===== src/rtl/retire_queue_pkg.sv =====
package retire_queue_pkg;

  // Strobes from the control to the datapath, one per access kind.
  typedef struct packed {
    logic allocWe;   // tag written into the tail slot
    logic wbWe;      // value and destination written into slot wbIdx
    logic commitRe;  // head slot read for retirement
    logic bypRe;     // slot byIdx read by the bypass port
  } rqStrobes_t;

endpackage


===== src/rtl/rq_control.sv =====
module rq_control
  import retire_queue_pkg::*;
#(
  parameter int DEPTH = 8,
  parameter int PTR_W = $clog2(DEPTH)
) (
  input  logic             clk,
  input  logic             rst_n,
  input  logic             allocReq,
  input  logic             wbValid,
  input  logic [PTR_W-1:0] wbIdx,
  input  logic             byReq,
  input  logic [PTR_W-1:0] byIdx,
  input  logic             squashValid,
  input  logic [PTR_W-1:0] squashIdx,
  output rqStrobes_t       strobes,
  output logic [PTR_W-1:0] headPtr,
  output logic [PTR_W-1:0] tailPtr,
  output logic             allocStall,
  output logic             commitValid,
  output logic             byReady
);

  localparam int CNT_W = $clog2(DEPTH + 1);

  logic [CNT_W-1:0] occCount, occNext;
  logic [PTR_W-1:0] headNext, tailNext;
  logic [DEPTH-1:0] validQ, validNext, doneQ, doneNext;
  logic             isFull, allocGo, wbGo, commitGo, squashGo;
  int               branchAge;

  function automatic logic [PTR_W-1:0] bump(input logic [PTR_W-1:0] p);
    return (p == PTR_W'(DEPTH - 1)) ? '0 : p + 1'b1;
  endfunction

  // Distance of a slot from the head, in program order.
  function automatic int ageOf(input logic [PTR_W-1:0] slot, input logic [PTR_W-1:0] hd);
    return (slot >= hd) ? int'(slot) - int'(hd) : int'(slot) + DEPTH - int'(hd);
  endfunction

  assign isFull     = (occCount == CNT_W'(DEPTH));
  assign squashGo   = squashValid && validQ[squashIdx];
  assign allocGo    = allocReq && !isFull && !squashGo;
  assign wbGo       = wbValid && validQ[wbIdx] && !doneQ[wbIdx];
  assign commitGo   = validQ[headPtr] && doneQ[headPtr];
  assign byReady    = byReq && validQ[byIdx] && doneQ[byIdx];
  assign allocStall = allocReq && isFull;
  assign commitValid = commitGo;
  assign branchAge  = ageOf(squashIdx, headPtr);

  assign strobes.allocWe  = allocGo;
  assign strobes.wbWe     = wbGo;
  assign strobes.commitRe = commitGo;
  assign strobes.bypRe    = byReady;

  always_comb begin
    validNext = validQ;
    doneNext  = doneQ;
    headNext  = commitGo ? bump(headPtr) : headPtr;
    tailNext  = tailPtr;
    occNext   = occCount + CNT_W'(allocGo) - CNT_W'(commitGo);
    if (wbGo) doneNext[wbIdx] = 1'b1;
    if (commitGo) validNext[headPtr] = 1'b0;
    if (squashGo) begin
      tailNext = bump(squashIdx);
      occNext  = CNT_W'(branchAge + 1) - CNT_W'(commitGo);
      for (int i = 0; i < DEPTH; i++) begin
        if (ageOf(PTR_W'(i), headPtr) > branchAge &&
            ageOf(PTR_W'(i), headPtr) < int'(occCount)) begin
          validNext[i] = 1'b0;
        end
      end
    end else if (allocGo) begin
      tailNext           = bump(tailPtr);
      validNext[tailPtr] = 1'b1;
      doneNext[tailPtr]  = 1'b0;
    end
  end

  always_ff @(posedge clk) begin
    if (!rst_n) begin
      headPtr  <= '0;
      tailPtr  <= '0;
      occCount <= '0;
      validQ   <= '0;
      doneQ    <= '0;
    end else begin
      headPtr  <= headNext;
      tailPtr  <= tailNext;
      occCount <= occNext;
      validQ   <= validNext;
      doneQ    <= doneNext;
    end
  end

  AST_OCC_BOUND: assert property (@(posedge clk) disable iff (!rst_n)
    occCount <= CNT_W'(DEPTH));
  AST_TAIL_HOLD_FULL: assert property (@(posedge clk) disable iff (!rst_n)
    (isFull && allocReq && !squashValid) |=> tailPtr == $past(tailPtr));
  AST_EMPTY_NO_COMMIT: assert property (@(posedge clk) disable iff (!rst_n)
    (occCount == 0) |-> !commitValid);
  AST_HEAD_STEP: assert property (@(posedge clk) disable iff (!rst_n)
    commitValid |=> headPtr == bump($past(headPtr)));
  AST_SQUASH_TAIL: assert property (@(posedge clk) disable iff (!rst_n)
    squashGo |=> tailPtr == bump($past(squashIdx)));

endmodule


===== src/rtl/rq_datapath.sv =====
module rq_datapath
  import retire_queue_pkg::*;
#(
  parameter int DEPTH  = 8,
  parameter int PTR_W  = $clog2(DEPTH),
  parameter int TAG_W  = 8,
  parameter int VAL_W  = 16,
  parameter int DEST_W = 5
) (
  input  logic              clk,
  input  logic              rst_n,
  input  rqStrobes_t        strobes,
  input  logic [PTR_W-1:0]  headPtr,
  input  logic [PTR_W-1:0]  tailPtr,
  input  logic [TAG_W-1:0]  allocTag,
  input  logic [PTR_W-1:0]  wbIdx,
  input  logic [VAL_W-1:0]  wbValue,
  input  logic [DEST_W-1:0] wbDest,
  input  logic [PTR_W-1:0]  byIdx,
  output logic [TAG_W-1:0]  commitTag,
  output logic [VAL_W-1:0]  commitValue,
  output logic [DEST_W-1:0] commitDest,
  output logic [VAL_W-1:0]  byValue,
  output logic [DEPTH-1:0]  entryWr,
  output logic [DEPTH-1:0]  entryRd
);

  logic [TAG_W-1:0]  tagMem  [DEPTH];
  logic [VAL_W-1:0]  valMem  [DEPTH];
  logic [DEST_W-1:0] destMem [DEPTH];

  for (genvar g = 0; g < DEPTH; g++) begin : gSlot
    assign entryWr[g] = strobes.wbWe && (wbIdx == PTR_W'(g));
    assign entryRd[g] = (strobes.commitRe && (headPtr == PTR_W'(g))) ||
                        (strobes.bypRe && (byIdx == PTR_W'(g)));

    always_ff @(posedge clk) begin
      if (!rst_n) begin
        tagMem[g]  <= '0;
        valMem[g]  <= '0;
        destMem[g] <= '0;
      end else begin
        if (strobes.allocWe && (tailPtr == PTR_W'(g))) tagMem[g] <= allocTag;
        if (entryWr[g]) begin
          valMem[g]  <= wbValue;
          destMem[g] <= wbDest;
        end
      end
    end
  end

  assign commitTag   = tagMem[headPtr];
  assign commitValue = valMem[headPtr];
  assign commitDest  = destMem[headPtr];
  assign byValue     = strobes.bypRe ? valMem[byIdx] : '0;

  AST_WR_ONEHOT: assert property (@(posedge clk) disable iff (!rst_n)
    $onehot0(entryWr));
  AST_RD_LIMIT: assert property (@(posedge clk) disable iff (!rst_n)
    $countones(entryRd) <= 2);
  AST_WB_STORED: assert property (@(posedge clk) disable iff (!rst_n)
    strobes.wbWe |=> valMem[$past(wbIdx)] == $past(wbValue));

endmodule


===== src/rtl/retire_queue.sv =====
module retire_queue
  import retire_queue_pkg::*;
#(
  parameter int DEPTH  = 8,
  parameter int TAG_W  = 8,
  parameter int VAL_W  = 16,
  parameter int DEST_W = 5,
  localparam int PTR_W = $clog2(DEPTH)
) (
  input  logic              clk,
  input  logic              rst_n,
  input  logic              allocReq,
  input  logic [TAG_W-1:0]  allocTag,
  output logic [PTR_W-1:0]  allocIdx,
  output logic              allocStall,
  input  logic              wbValid,
  input  logic [PTR_W-1:0]  wbIdx,
  input  logic [VAL_W-1:0]  wbValue,
  input  logic [DEST_W-1:0] wbDest,
  input  logic              byReq,
  input  logic [PTR_W-1:0]  byIdx,
  output logic              byReady,
  output logic [VAL_W-1:0]  byValue,
  input  logic              squashValid,
  input  logic [PTR_W-1:0]  squashIdx,
  output logic              commitValid,
  output logic [TAG_W-1:0]  commitTag,
  output logic [VAL_W-1:0]  commitValue,
  output logic [DEST_W-1:0] commitDest,
  output logic [DEPTH-1:0]  entryWr,
  output logic [DEPTH-1:0]  entryRd
);

  rqStrobes_t       strobes;
  logic [PTR_W-1:0] headPtr, tailPtr;

  rq_control #(.DEPTH(DEPTH), .PTR_W(PTR_W)) uCtl (
    .clk(clk), .rst_n(rst_n), .allocReq(allocReq),
    .wbValid(wbValid), .wbIdx(wbIdx), .byReq(byReq), .byIdx(byIdx),
    .squashValid(squashValid), .squashIdx(squashIdx),
    .strobes(strobes), .headPtr(headPtr), .tailPtr(tailPtr),
    .allocStall(allocStall), .commitValid(commitValid), .byReady(byReady)
  );

  rq_datapath #(.DEPTH(DEPTH), .PTR_W(PTR_W), .TAG_W(TAG_W),
                .VAL_W(VAL_W), .DEST_W(DEST_W)) uDp (
    .clk(clk), .rst_n(rst_n), .strobes(strobes),
    .headPtr(headPtr), .tailPtr(tailPtr), .allocTag(allocTag),
    .wbIdx(wbIdx), .wbValue(wbValue), .wbDest(wbDest), .byIdx(byIdx),
    .commitTag(commitTag), .commitValue(commitValue), .commitDest(commitDest),
    .byValue(byValue), .entryWr(entryWr), .entryRd(entryRd)
  );

  assign allocIdx = tailPtr;

  AST_BYP_ZERO: assert property (@(posedge clk) disable iff (!rst_n)
    !byReady |-> byValue == '0);
  AST_COMMIT_STROBE: assert property (@(posedge clk) disable iff (!rst_n)
    commitValid |-> entryRd != '0);

endmodule


===== config.mk =====
export PLATFORM = sky130hd
export DESIGN_NAME = retire_queue
export DESIGN_NICKNAME = d
export VERILOG_FILES = /design/src/rtl/retire_queue_pkg.sv /design/src/rtl/rq_control.sv /design/src/rtl/rq_datapath.sv /design/src/rtl/retire_queue.sv
export SDC_FILE = /design/constraint.sdc
export NUM_CORES = 1
export LEC_CHECK = 0
export BUFFER_PORTS_ARGS = -buffer_cell sky130_fd_sc_hd__buf_2
export CAP_MARGIN = 15
export CORE_MARGIN = 1.5
export CORE_UTILIZATION = 45
export DETAILED_ROUTE_END_ITERATION = 7
export PLACE_DENSITY = 0.66
export SYNTH_ARGS = -nofsm -noshare
export SYNTH_HDL_FRONTEND = slang
export SYNTH_SLANG_ARGS = --single-unit

===== constraint.sdc =====
create_clock -name clk -period 4.2 [get_ports clk]
set_input_delay 1.05 -clock clk [delete_from_list [all_inputs] [get_ports clk]]
set_output_delay 1.05 -clock clk [all_outputs]
set_load 0.02 [all_outputs]

Word-level counts from Yosys, hierarchy flattened
Memory sizes are Yosys's and may differ from the RTL's. A register that Yosys moved wholly into a read port is not among the register bits.
Index checks and enable logic that the tools add are counted.
- bitwise operators: 30
- shift operators: 0
- reduce and logical (&&, ||, !) cells: 68
- add/sub/neg operators: 26
- eq/ne operators: 30
- $lt $le $gt $ge: 33
- multiply operators: 0
- div/mod/pow operators: 0
- mux-type cells: 129
- operators by type and width (operator ; number):
    $mux 32 ; 9
    $gt 32x32->1 ; 8
    $lt 32x5->1 ; 8
    $mux 16 ; 9
    $mux 8 ; 14
    $mux 1 ; 67
    $logic_and 1x1->1 ; 52
    $eq 3x3->1 const B ; 17
    $mux 5 ; 8
    $sub 4x3->5 const A ; 8
    $mux 3 ; 11
    $sub 32x4->32 ; 1
    $eq 3x2->1 const B ; 8
    $or 1x1->1 ; 24
    $bmux 1 s3 ; 7
    $lt 3x4->1 const B ; 5
    $and 8x8->8 ; 2
    $not 8->8 ; 2
    $or 8x8->8 ; 2
    $sub 3x3->4 const A ; 4
    $eq 3x1->1 const B ; 4
    $ge 3x3->1 const A ; 4
    $logic_not 3->1 ; 4
    $add 3x1->3 const B ; 3
    other kinds (17) ; 35
- RAM bits: 232
- input bits: 44
- register bits after elaboration: 26
- ROM bits: 0
- latch bits: 0
- output and inout bits: 67
- memories kept: 3
- memories (name ; depth ; bits a word ; rd ports ; clocked after Yosys merged registers in ; wr ports ; line ; source):
    uDp.valMem ; 8 ; 16 ; 2 ; 1 ; 8 ; rq_datapath.sv:29 ; logic [VAL_W-1:0] valMem [DEPTH];
    uDp.tagMem ; 8 ; 8 ; 1 ; 1 ; 8 ; rq_datapath.sv:28 ; logic [TAG_W-1:0] tagMem [DEPTH];
    uDp.destMem ; 8 ; 5 ; 1 ; 1 ; 8 ; rq_datapath.sv:30 ; logic [DEST_W-1:0] destMem [DEPTH];

Logic depth before layout (Yosys ltp)
- depth after elaboration: 10
- mapped depth: 14

Cells and area by module
Synthesis repeated with hierarchy kept, for this count alone.
- cells, all modules: 1192
- area, all modules: 15381.0 sq um
- modules (own cells, without submodules) (module ; cells an instance ; times used ; sequential area each (sq um) ; area each (sq um)):
    rq_datapath ; 768 ; 1 ; 6966.7 ; 11840.1
    rq_control ; 424 ; 1 ; 520.5 ; 3540.9

Worst setup path after synthesis
No wires, ideal clock.
- kind: input to register
- start: input port squashIdx[0]
- end: register uCtl.validQ[0]
- slack: 0.607 ns
- arrival: 3.515 ns
- path buffers: 0
- stages: 11
- data required time: 4.122 ns
- path through: inv_1 > ha_1 > fa_1 > fa_1 > nand2_1 > ha_1 > ha_1 > a211o_1 > a31oi_1 > o221ai_1 > a32oi_1
- cells in the longest elaborated chain, start to end: 7
- elaborated cells on any way between the ends: 15
- those cells by class: add/sub: 3; order compare: 2; mux: 6; reduce/logical: 4
- ends and longest elaborated chain (what ; line ; source):
    from (decl) ; retire_queue.sv:25 ; input logic [PTR_W-1:0] squashIdx,
    $add 3x4->5 / $bmux 1 s3 (equally long branches) ; rq_control.sv:38, rq_control.sv:42 ;
    $sub 32x4->32 / $mux 1 (equally long branches) ; rq_control.sv:38, rq_control.sv:42 ;
    $mux 32 / $logic_and 1x1->1 (equally long branches) ; rq_control.sv:38, rq_control.sv:42 ;
    $gt 32x32->1 / $logic_not 1->1 (equally long branches) ; rq_control.sv:68, rq_control.sv:43 ;
    $logic_and 1x1->1 (on tied branches) ; rq_control.sv:68, rq_control.sv:43 ;
    $mux 1 / $mux 8 (equally long branches) ; rq_control.sv:68, rq_control.sv:73 ;
    $mux 8 (*) ; rq_control.sv:64 ; if (squashGo) begin
    to (signal assigned) ; rq_control.sv:91 ; validQ <= validNext;
    to (decl) ; rq_control.sv:28 ; logic [DEPTH-1:0] validQ, validNext, doneQ, doneNext;
Mark *: on every way between the ends. The rest lies on a longest branch, timed or not. The select of a mux whose other input is x is not followed.
A chain may end at the register's enable or synchronous reset.

Worst setup path after layout
- start: register uCtl.headPtr[2]
- end: output port entryRd[5]
- cells in the longest elaborated chain, start to end: 5
- elaborated cells on any way between the ends: 8
- those cells by class: eq/ne: 1; mux: 4; reduce/logical: 3
- ends and longest elaborated chain (what ; line ; source):
    from (decl) ; rq_control.sv:17 ; output logic [PTR_W-1:0] headPtr,
    from (signal assigned) ; rq_control.sv:88 ; headPtr <= headNext;
    $bmux 1 s3 ; rq_control.sv:45 ; assign commitGo = validQ[headPtr] && doneQ[headPtr];
    $mux 1 (implied by the code) ; rq_control.sv:45 ;
    $logic_and 1x1->1 ; rq_control.sv:45 ;
    $logic_and 1x1->1 (*) ; rq_datapath.sv:34 ; assign entryRd[g] = (strobes.commitRe && (headPtr == PTR_W'(g))) ||
    $logic_or 1x1->1 (*) ; rq_datapath.sv:34 ;
    to (decl) ; retire_queue.sv:31 ; output logic [DEPTH-1:0] entryRd
Marks and branches as above.

==> run_summary.xml <==
<?xml version="1.0" encoding="UTF-8"?>
<metrics>
  <group name="outcome">
    <metric name="outcome" unit="">complete, no violations</metric>
  </group>
  <group name="hold_path">
    <metric name="min-delay-path-class" unit="">flop to flop</metric>
  </group>
  <group name="clock_tree">
    <metric name="cts_made_buffers" unit="">27</metric>
    <metric name="cts_post_setup_buffers_inserted" unit="">0</metric>
    <metric name="cts_buffer_depth" unit="">3</metric>
    <metric name="insertion_delay" unit="ns">0.54</metric>
    <metric name="clock_sinks" unit="">261</metric>
    <metric name="cts.hold.buffers_added" unit="">0</metric>
    <metric name="post_cts.resized_instances" unit="">0</metric>
    <metric name="cts_tree" unit="">done</metric>
    <metric name="clock_tree.htree_level_count" unit="">1</metric>
    <metric name="register_clock_pin_slew_on_the_reported_worst_setup_and_hold_paths" unit="ns">0.07</metric>
    <metric name="clockRootBuffer" unit="">sky130_fd_sc_hd__clkbuf_16</metric>
  </group>
  <group name="cells_and_area">
    <metric name="layout-drive-gt1-share" unit="%">26.8</metric>
    <metric name="filler_cell_count" unit="">2811</metric>
    <metric name="diodes" unit="">0</metric>
    <metric name="area_growth" unit="%">14.1</metric>
    <metric name="num-nets-final" unit="">1413</metric>
  </group>
  <group name="synthesis">
    <metric name="synth_enable_flop_cells" unit="">232</metric>
    <metric name="synth-async-reset-ratio" unit="%">0</metric>
    <metric name="synth.yosys.seq_area_share" unit="%">50.6</metric>
    <metric name="synth.ff_latch_count" unit="">261</metric>
    <metric name="yosys_warnings" unit="">0</metric>
    <metric name="post_synth_instance_area" unit="µm²">14900</metric>
    <metric name="synthesis.instances" unit="">1157</metric>
    <metric name="yosys.cell_types.count" unit="">65</metric>
    <metric name="synth-main-ff-cell" unit="">sky130_fd_sc_hd__edfxtp_1</metric>
    <metric name="post_synthesis_average_cell_area" unit="µm²">12.9</metric>
  </group>
  <group name="global_route">
    <metric name="number_of_antenna_violations_at_the_first_check_in_global_routing" unit="">1</metric>
    <metric name="grt_pass1_vias" unit="">10214</metric>
    <metric name="gr-total-overflow" unit="">0</metric>
    <metric name="grt_first_pass_wirelength" unit="µm">59700</metric>
    <metric name="grt_max_degree" unit="">53</metric>
    <metric name="grt_usage" unit="%">23.5</metric>
  </group>
  <group name="floorplan">
    <metric name="ios" unit="">111</metric>
    <metric name="total_die_area" unit="µm²">34300</metric>
    <metric name="floorplan.die.width" unit="µm">185</metric>
    <metric name="initial_core_util" unit="%">45.7</metric>
    <metric name="placeableCoreArea" unit="µm²">32600</metric>
    <metric name="die_y" unit="µm">185</metric>
    <metric name="rows" unit="">66</metric>
  </group>
  <group name="sta">
    <metric name="post-route-period-util" unit="%">89.8</metric>
    <metric name="report.final.slew_viol_count" unit="">0</metric>
    <metric name="hold_violations" unit="">0</metric>
    <metric name="worst_case_headroom_to_the_max_slew_limit" unit="%">31.7</metric>
    <metric name="totalNegativeSetupSlack" unit="ns">0</metric>
    <metric name="grt_setup_unrepaired" unit="">false</metric>
    <metric name="finClkSkew" unit="ns">0.0102</metric>
    <metric name="max_freq" unit="MHz">265</metric>
    <metric name="tightest_slew" unit="ns">1.02</metric>
    <metric name="timing.final.crit_period" unit="ns">3.77</metric>
    <metric name="hold-worst-slack" unit="ns">0.514</metric>
    <metric name="report.final.setup_viol" unit="">0</metric>
  </group>
  <group name="placement">
    <metric name="gpl.final_weighted_congestion" unit="">0.868</metric>
    <metric name="portBuffers" unit="">110</metric>
    <metric name="post-dp-hpwl" unit="µm">25900</metric>
  </group>
  <group name="drt">
    <metric name="detail_route.vias_per_cell" unit="">5.73</metric>
    <metric name="drt_drc" unit="">0</metric>
    <metric name="postRouteAntennaNets" unit="">0</metric>
    <metric name="dr.first_iter.drc_count" unit="">780</metric>
    <metric name="wl" unit="µm">39300</metric>
    <metric name="drt_first_pass_iters" unit="">5</metric>
    <metric name="wl_per_cell" unit="µm">22.6</metric>
    <metric name="total_number_of_vias" unit="">9965</metric>
  </group>
  <group name="pwr">
    <metric name="vdd.ir_drop.worst" unit="mV">0.271</metric>
    <metric name="power.total" unit="mW">6.32</metric>
    <metric name="cellPowerDensity" unit="nW/µm²">371</metric>
    <metric name="power_leakage" unit="nW">6.65</metric>
  </group>
  <group name="critical_path">
    <metric name="worst-endpoint-arrival" unit="ns">2.72</metric>
    <metric name="timing.setup.critical_path_class" unit="">flop to primary output</metric>
    <metric name="critPathLaunchType" unit="">flop</metric>
    <metric name="crit_required" unit="ns">3.15</metric>
    <metric name="crit_fanout" unit="">14</metric>
    <metric name="endpoint_kind" unit="">primary output</metric>
  </group>
  <group name="job">
    <metric name="max_cap_viol_count" unit="">0</metric>
  </group>
</metrics>
layout make-up:
cell class / count / area, µm² / area share, %
multi-input combinational: 782 / 6960 / 40.9
inverter: 51 / 191 / 1.12
tap: 442 / 553 / 3.25
timing repair buffer: 153 / 911 / 5.35
clock buffer: 32 / 694 / 4.08
sequential: 261 / 7550 / 44.4
clock inverter: 18 / 159 / 0.934
synthesized netlist by cell type, types with 3 or more instances:
library cell / instances / area [µm²]
sky130_fd_sc_hd__clkbuf_1: 45 / 169
sky130_fd_sc_hd__or3_1: 3 / 18.8
sky130_fd_sc_hd__and2_1: 170 / 1060
sky130_fd_sc_hd__o22ai_1: 5 / 31.3
sky130_fd_sc_hd__nand3_1: 11 / 55.1
sky130_fd_sc_hd__ha_1: 89 / 1110
sky130_fd_sc_hd__a21o_1: 6 / 45.0
sky130_fd_sc_hd__dfxtp_1: 29 / 581
sky130_fd_sc_hd__nand3_2: 3 / 30.0
sky130_fd_sc_hd__o21ai_0: 26 / 130
sky130_fd_sc_hd__mux2i_1: 5 / 50.1
sky130_fd_sc_hd__buf_1: 3 / 11.3
sky130_fd_sc_hd__buf_6: 3 / 33.8
sky130_fd_sc_hd__buf_2: 14 / 70.1
sky130_fd_sc_hd__edfxtp_1: 232 / 6970
sky130_fd_sc_hd__nand4_1: 6 / 37.5
sky130_fd_sc_hd__nand2_1: 85 / 319
sky130_fd_sc_hd__nand2b_1: 6 / 37.5
sky130_fd_sc_hd__nor3_1: 30 / 150
sky130_fd_sc_hd__fa_1: 4 / 80.1
sky130_fd_sc_hd__a31oi_1: 9 / 56.3
sky130_fd_sc_hd__nor2_1: 63 / 236
sky130_fd_sc_hd__and3_1: 17 / 106
sky130_fd_sc_hd__mux2_2: 34 / 383
sky130_fd_sc_hd__xor2_1: 4 / 35.0
sky130_fd_sc_hd__o221ai_1: 4 / 35.0
sky130_fd_sc_hd__a211oi_1: 5 / 37.5
sky130_fd_sc_hd__nor2b_1: 4 / 25.0
sky130_fd_sc_hd__a21oi_1: 40 / 200
sky130_fd_sc_hd__inv_1: 49 / 184
sky130_fd_sc_hd__nand3b_1: 9 / 67.6
sky130_fd_sc_hd__mux4_2: 96 / 2160
state kept, by name, summed over array words and instances (netlist names), named ones only:
register and flops:
uCtl.doneQ 8, uCtl.headPtr 3, uDp.valMem 128, uCtl.occCount 4, uDp.destMem 40, uDp.tagMem 64
uCtl.validQ 8, uCtl.tailPtr 3
final timing paths:
| path | from | endpoint | slack (ns) | cells after the start |
|---|---|---|---|---|
| max | uCtl.headPtr[2]$_SDFFE_PN0P_ | entryRd[5] | 0.43 | 6 |
| min | uCtl.validQ[5]$_SDFF_PN0_ | uCtl.validQ[5]$_SDFF_PN0_ | 0.51 | 2 |
| max reg2reg | uCtl.headPtr[0]$_SDFFE_PN0P_ | uCtl.validQ[5]$_SDFF_PN0_ | 0.81 | 11 |
| min reg2reg | uCtl.validQ[5]$_SDFF_PN0_ | uCtl.validQ[5]$_SDFF_PN0_ | 0.51 | 2 |
where the power goes:
part | leakage (nW) | switching, mW | internal, mW
clock | 0.412 | 1.02 | 1.32
combinational | 3.60 | 0.573 | 0.369
sequential | 2.64 | 0.0787 | 2.96
total | 6.65 | 1.68 | 4.65
cell families (layout without fill, tap and decap cells):
kind of cell / count (synthesis) / after routing / share of synthesized area [%]
AO/OA/AOI/OAI: 125 / 125 / 5.33
XOR/XNOR: 5 / 5 / 0.293
adder cells (fa/ha/maj): 93 / 93 / 8.00
buffers and inverters: 116 / 254 / 3.19
flip-flops: 261 / 261 / 50.6
multiplexers: 136 / 136 / 17.5
other: 1 / 3 / 0.0251
AND/OR/NAND/NOR: 420 / 420 / 15.1
metal layers:
metal	track usage, %	wire, µm	up-vias
met1	31.0	16400	4998
met5	0	0	-
li1	-	-	4566
met2	40.3	19400	345
met3	3.19	2490	56
met4	7.19	1010	0
through the flow:
| stage | cells | utilization (%) | instance area [µm²] | setup slack [ns] |
|---|---|---|---|---|
| 5_1_grt | 1739 | 52.2 | 17000 | 0.324 |
| 6_report | 1739 | 52.2 | 17000 | 0.428 |
| 4_1_cts | 1739 | 52.2 | 17000 | 0.444 |
| 3_5_place_dp | 1689 | 49.6 | 16200 | 0.182 |
| 2_1_floorplan | 1159 | - | 14900 | 0.607 |
| 3_3_place_gp | 1689 | 49.6 | 16200 | 0.276 |
layout by cell type, fill, tap and decap left out, drive strengths merged, types with 3 or more instances in the layout:
master,Yosys,routed
a211oi,5,5
a21o,6,6
a21oi,40,40
a31oi,9,9
and2,172,172
and3,17,17
buf,20,153
clkbuf,45,32
clkinv,1,11
conb,1,3
dfxtp,29,29
edfxtp,232,232
fa,4,4
ha,89,89
inv,50,54
mux2,35,35
mux2i,5,5
mux4,96,96
nand2,85,85
nand2b,6,6
nand3,14,14
nand3b,9,9
nand4,6,6
nor2,63,63
nor2b,4,4
nor3,30,30
o21ai,28,28
o221ai,4,4
o22ai,5,5
or2,3,3
or3,3,3
xor2,4,4
worst max-delay path, stage by stage, from the launching register on:
cell,delay [ns]
sky130_fd_sc_hd__dfxtp_1,0.30
sky130_fd_sc_hd__buf_4,0.19
sky130_fd_sc_hd__inv_1,0.14
sky130_fd_sc_hd__mux4_2,0.63
sky130_fd_sc_hd__nor3_1,0.62
sky130_fd_sc_hd__a21o_1,0.15
sky130_fd_sc_hd__buf_2,0.16
No activity file was read; power rests on OpenSTA's default activity.
